===== src/rtl/sfifo_pkg.sv =====
`timescale 1ns/1ps
package sfifo_pkg;
    localparam int SAMPLE_W = 16;
    localparam int WORD_W   = 2 * SAMPLE_W;

    // One bus word: left sample in the low half, right sample in the high half
    typedef struct packed {
        logic [SAMPLE_W-1:0] right;
        logic [SAMPLE_W-1:0] left;
    } stereo_t;
endpackage


===== src/rtl/sfifo_store.sv =====
`timescale 1ns/1ps
module sfifo_store #(
    parameter int DEPTH  = 32,
    parameter int WORD_W = 32
) (
    input  logic                           clk,
    input  logic                           rst_n,
    input  logic                           clr,
    input  logic                           push,
    input  logic                           pop,
    input  logic [WORD_W-1:0]              wdata,
    output logic [WORD_W-1:0]              rdata,
    output logic [$clog2(DEPTH+1)-1:0]     count,
    output logic                           full,
    output logic                           empty,
    output logic                           popped
);
    localparam int AW = $clog2(DEPTH);
    localparam int CW = $clog2(DEPTH + 1);
    localparam logic [AW-1:0] LAST = AW'(DEPTH - 1);

    typedef struct packed {
        logic [AW-1:0] wp;
        logic [AW-1:0] rp;
        logic [CW-1:0] cnt;
    } ptr_s;

    ptr_s q, d;
    logic [WORD_W-1:0] mem [DEPTH];
    logic push_ok, pop_ok;

    assign full    = (q.cnt == CW'(DEPTH));
    assign empty   = (q.cnt == '0);
    assign push_ok = push && !full && !clr;
    assign pop_ok  = pop && !empty && !clr;
    assign rdata   = mem[q.rp];
    assign count   = q.cnt;
    assign popped  = pop_ok;

    always_comb begin
        d = q;
        if (clr) begin
            d = '0;
        end else begin
            if (push_ok) d.wp = (q.wp == LAST) ? '0 : q.wp + 1'b1;
            if (pop_ok)  d.rp = (q.rp == LAST) ? '0 : q.rp + 1'b1;
            d.cnt = q.cnt + CW'(push_ok) - CW'(pop_ok);
        end
    end

    always_ff @(posedge clk or negedge rst_n) begin
        if (!rst_n) q <= '0;
        else        q <= d;
    end

    always_ff @(posedge clk) begin
        if (push_ok) mem[q.wp] <= wdata;
    end

    // fill level never passes the depth
    a_r3_count_bounded: assert property (@(posedge clk) disable iff (!rst_n)
        q.cnt <= CW'(DEPTH));
endmodule


===== src/rtl/sfifo_pacer.sv =====
`timescale 1ns/1ps
module sfifo_pacer #(
    parameter int DWELL_W = 5
) (
    input  logic               clk,
    input  logic               rst_n,
    input  logic               arm,
    input  logic [DWELL_W-1:0] dwell,
    output logic               dreq
);
    typedef struct packed {
        logic               req;
        logic [DWELL_W-1:0] dw;
    } pace_s;

    pace_s q, d;

    always_comb begin
        d = q;
        if (q.req) begin
            if (!arm) begin
                d.req = 1'b0;
                d.dw  = dwell;
            end
        end else if (q.dw != '0) begin
            d.dw = q.dw - 1'b1;
        end else begin
            d.req = arm;
        end
    end

    always_ff @(posedge clk or negedge rst_n) begin
        if (!rst_n) q <= '0;
        else        q <= d;
    end

    assign dreq = q.req;

    // request stays low while the hold-off is still counting
    a_r9_dwell_hold: assert property (@(posedge clk) disable iff (!rst_n)
        (!q.req && q.dw != '0) |=> !q.req);
endmodule


===== src/rtl/sample_fifo_dreq.sv =====
`timescale 1ns/1ps
module sample_fifo_dreq #(
    parameter int DEPTH   = 32,
    parameter int THR_W   = 6,
    parameter int DWELL_W = 5
) (
    input  logic                              clk,
    input  logic                              rst_n,
    input  logic                              periph_en,
    input  logic                              flush,
    input  logic                              dreq_en,
    input  logic                              swap_lr,
    input  logic                              left_en,
    input  logic                              right_en,
    input  logic [THR_W-1:0]                  threshold,
    input  logic [DWELL_W-1:0]                dwell,
    input  logic                              wr_en,
    input  logic [sfifo_pkg::WORD_W-1:0]      wr_data,
    input  logic                              sample_tick,
    output logic [sfifo_pkg::SAMPLE_W-1:0]    left_out,
    output logic [sfifo_pkg::SAMPLE_W-1:0]    right_out,
    output logic                              dreq,
    output logic                              flush_done,
    output logic                              overflow,
    output logic [$clog2(DEPTH+1)-1:0]        level
);
    import sfifo_pkg::*;

    typedef struct packed {
        stereo_t hold;
        logic    ovf;
        logic    fl;
        logic    fd;
    } top_s;

    top_s q, d;
    logic clr, full, empty, popped, arm;
    logic [WORD_W-1:0] rdata;

    assign clr = !periph_en || flush;

    sfifo_store #(.DEPTH(DEPTH), .WORD_W(WORD_W)) u_store (
        .clk(clk), .rst_n(rst_n), .clr(clr),
        .push(wr_en), .pop(sample_tick), .wdata(wr_data),
        .rdata(rdata), .count(level), .full(full), .empty(empty),
        .popped(popped)
    );

    assign arm = dreq_en && !clr && (32'(level) <= 32'(threshold));

    sfifo_pacer #(.DWELL_W(DWELL_W)) u_pacer (
        .clk(clk), .rst_n(rst_n), .arm(arm), .dwell(dwell), .dreq(dreq)
    );

    always_comb begin
        d = q;
        if (!periph_en)  d.hold = '0;
        else if (popped) d.hold = stereo_t'(rdata);
        d.ovf = clr ? 1'b0 : (q.ovf | (wr_en & full));
        d.fl  = flush;
        d.fd  = flush & q.fl;
    end

    always_ff @(posedge clk or negedge rst_n) begin
        if (!rst_n) q <= '0;
        else        q <= d;
    end

    assign left_out   = !left_en  ? '0 : (swap_lr ? q.hold.right : q.hold.left);
    assign right_out  = !right_en ? '0 : (swap_lr ? q.hold.left  : q.hold.right);
    assign overflow   = q.ovf;
    assign flush_done = q.fd;

    // a disabled edge leaves the store empty and the flag clear
    a_r1_idle_when_off: assert property (@(posedge clk) disable iff (!rst_n)
        !periph_en |=> (level == '0 && !overflow));
    // overflow is sticky while enabled and not flushing
    a_r3_sticky_overflow: assert property (@(posedge clk) disable iff (!rst_n)
        (overflow && periph_en && !flush) |=> overflow);
    // a request follows a cycle at or below the threshold
    a_r8_dreq_level: assert property (@(posedge clk) disable iff (!rst_n)
        $rose(dreq) |-> $past(dreq_en && 32'(level) <= 32'(threshold)));
    // flush empties the store, and done only follows a flush
    a_r10_flush_empties: assert property (@(posedge clk) disable iff (!rst_n)
        flush |=> level == '0);
    a_r10_done_after_flush: assert property (@(posedge clk) disable iff (!rst_n)
        flush_done |-> $past(flush));
    // an empty store keeps the held pair
    a_r5_hold_on_empty: assert property (@(posedge clk) disable iff (!rst_n)
        (periph_en && empty) |=> $stable(q.hold));
endmodule


===== config.mk =====
export PLATFORM = sky130hd
export DESIGN_NAME = sample_fifo_dreq
export DESIGN_NICKNAME = d
export VERILOG_FILES = /design/src/rtl/sfifo_pkg.sv /design/src/rtl/sfifo_store.sv /design/src/rtl/sfifo_pacer.sv /design/src/rtl/sample_fifo_dreq.sv
export SDC_FILE = /design/constraint.sdc
export NUM_CORES = 1
export LEC_CHECK = 0
export BUFFER_PORTS_ARGS = -buffer_cell sky130_fd_sc_hd__buf_2
export CORE_ASPECT_RATIO = 0.9
export CORE_MARGIN = 3
export CORE_UTILIZATION = 40
export CTS_BUF_LIST = sky130_fd_sc_hd__clkbuf_8
export DETAILED_ROUTE_END_ITERATION = 6
export GPL_TIMING_DRIVEN = 0
export PLACE_DENSITY_LB_ADDON = 0.2
export SLEW_MARGIN = 20
export SYNTH_ARGS = -nofsm -noshare
export SYNTH_HDL_FRONTEND = slang
export SYNTH_SLANG_ARGS = --single-unit

===== constraint.sdc =====
create_clock -name clk -period 3.3 [get_ports clk]
set_input_delay 0.495 -clock clk [delete_from_list [all_inputs] [get_ports clk]]
set_output_delay 0.495 -clock clk [all_outputs]
set_load 0.02 [all_outputs]

==> metrics.txt <==
CP delay by family, top=simple AND/OR/NAND/NOR gates; TritonCTS Buffers=170; Mapped Cells=2083; core footprint=106000 sq um; Die ar.=111000 sq um; fillers=8758; CP max FO=16; Top Ports=94; r2r startpoint=u_store.count[2]; worst path cell trace=inv_1 > ha_1 > nand4bb_1 > nand2_1 > nor2_1 > nand2_2 > nor2_4 > buf_16 > buf_16; Syn Std Cell Area=42700 sq um; gr usage total=21.9%; Pwr Total=27.4 mW; Placement Cell Area=46200 sq um; CP most frequent cell=buf_16; Initial Util=40.4%; CP arrival=3680 ps; HP Class=in2async; routability congestion estimate=0.839; finished layout cell area=50300 sq um; share of cells above drive strength 1=29.9%; Peak supply drop=0.374 mV; DR WL/cell=30.1 um; reg-to-reg endpoint=u_store.mem[2][30]; f_max=315 MHz; overall routed net length=121000 um; CP bufs+invs=3; pin count of the biggest net entering global routing=45; Worst-Margin Slew=1140 ps; global-route wire length before repair=171000 um; chip height=316 um; crit start category=register; synth warn=0; drt via density=5.76; Worst Path Required=3810 ps; number of H-tree levels=4; top cell type's share of synthesized area=72.0%; post-synthesis net count=2160; Main synth FF type=edfxtp_1; R2R Setup Slk=120 ps; clock skew=37.1 ps; area leader, netlist=edfxtp_1; Critical Path End Type=register; Setup violations, final=0; number of placed instances, taps included=3600; Slew HR=23.8%; # DRC=0; Final min period=3180 ps; Post-Layout Cell Count=4002; Setup CP Type=reg2reg; antenna violations before repair=4; via count=23000; vias in the first global route=23700; Area contributors post-synth=edfxtp_1, mux4_2, dfrtp_1; Yosys reg bits=1081; top-count cell post-synth=edfxtp_1; outcome=finished clean; row count=113; asr flop ratio synth=5.27%; DRT iter0 DRCs=2581; Die Width=350 um; Max Slew Vio Count=0; CTS Buffer Depth=3; post-route ant nets=0; static leakage power=16.3 nW; P per Cell Area=546 nW/um^2; Worst-Skew Late Latency=820 ps; clk sinks=1081; post-DP HPWL=79800 um; R2R depth=9; fin crit share=96.3%; Final Net Count=2550; CP max stage delay=490 ps; PortBufs=92; Post-synth EDFFs=1024; Seq/Total Area, Yosys=75.3%; RSZ-0062 raised after global routing=true; CTS clk-pin slew, worst paths=60 ps; total gr overflow=0; TritonCTS clock tree=built; final hold viol count=0; top post-synthesis cells by count=edfxtp_1, mux4_2, mux2i_1; slowest stage cell on the critical path=nor2_4; max_cap viols=0; FF/Latch Area=32200 sq um; multi-input combinational cell area=9820 sq um; root buffer cell=clkbuf_8; synthesis-to-layout area growth=17.7%; Distinct cells, synth=60; Syn Area/Cell=20.5 sq um; drt first pass iters=5
## worst register-to-register path: stages, from the launching register on
cell,delay [ps]
dfrtp_1,410
inv_1,80
ha_1,220
nand4bb_1,140
nand2_1,230
nor2_1,470
nand2_2,400
nor2_4,500
buf_16,220
buf_16,180
## power breakdown
part / internal, mW / switching (mW)
clock: 5.28 / 5.33
combinational: 0.623 / 0.981
sequential: 15.1 / 0.104
total: 21.0 / 6.42
## registers in the layout, summed over array words and instances, names as in the netlist
signal and count:
u_store.count 6, q 33, u_pacer.dreq 1, flush_done 1
u_pacer.q 5, u_store.q 10, u_store.mem 1024, overflow 1
## routing by layer
| layer | part of all wire (%) | GRT usage [%] |
|---|---|---|
| met1 | 42 | 30.8 |
| met3 | 8.0 | 4.64 |
| met4 | 3.0 | 7.51 |
| met5 | 0 | 0 |
| met2 | 47 | 34.1 |
## repair_timing
action | 4_1_cts | 5_1_grt
hold endpoints to repair | 67 | 0
setup endpoints to repair | 408 | 169
pin swaps | 22 | 2
hold buffers | 9 | 0
setup buffers | 57 | 15
gates resized for setup | 5 | 8
## cell type report
cell class	instances	area share, %
well taps	1380	3.44
inverters	21	0.157
diodes	3	0.0149
clock buffers	175	4.79
flip-flops and latches	1081	64.0
repair buffers	218	4.76
multi-input cells	851	19.5
plain buffers	130	1.81
clock inverters	143	1.48
## worst max path at each step
stage	cells after the start	startpoint	endpoint	slack [ps]
final	9	u_store.count[2]	u_store.mem[2][30]	120
after global routing	16	u_store.count[3]	u_store.count[4]	-120
after CTS	8	u_store.count[2]	u_store.mem[13][16]	-30
after detailed placement	16	u_store.count[3]	u_store.count[4]	-290
after global placement	6	flush	u_store.mem[18][9]	-2380
after floorplan	7	u_store.count[2]	u_store.mem[30][0]	130
## cells by family after synthesis
logic type / Yosys count / synth area share, %
AO/OA/AOI/OAI: 223 / 3.69
XOR/XNOR: 3 / 0.0615
adder cells (fa/ha/maj): 24 / 0.721
buffers and inverters: 151 / 2.29
flip-flops: 1081 / 75.3
multiplexers: 324 / 14.1
AND/OR/NAND/NOR: 277 / 3.75
## placed cells by master, fill, tap and decap left out, types with 20 or more instances in the layout
cell	count
nor2_1	21
nand4_1	23
nor2_4	33
dfrtp_1	57
clkbuf_1	43
edfxtp_1	1024
buf_16	21
mux4_2	222
o21ai_1	20
a221oi_1	31
clkinv_1	32
a21oi_1	27
ha_1	23
nand2_1	48
nor2b_1	38
inv_1	94
buf_4	75
clkbuf_8	175
mux2i_1	100
buf_2	124
a22oi_1	51
and4_1	32
and3_1	26
buf_12	54
a31oi_1	33
## metrics by stage
step / worst slack (ps) / setup TNS, ps / hold slack (ps) / util [%]
2_1_floorplan: 134 / 0 / 199 / -
3_3_place_gp: -2380 / -2076220 / 440 / 42.4
3_5_place_dp: -295 / -50830 / 377 / 43.7
4_1_cts: -27.2 / -337 / 0.127 / 47.4
5_1_grt: -119 / -2110 / 52.2 / 47.5
6_report: 122 / 0 / 68.5 / 47.5
Note: power is estimated with default switching activity, not from simulation.
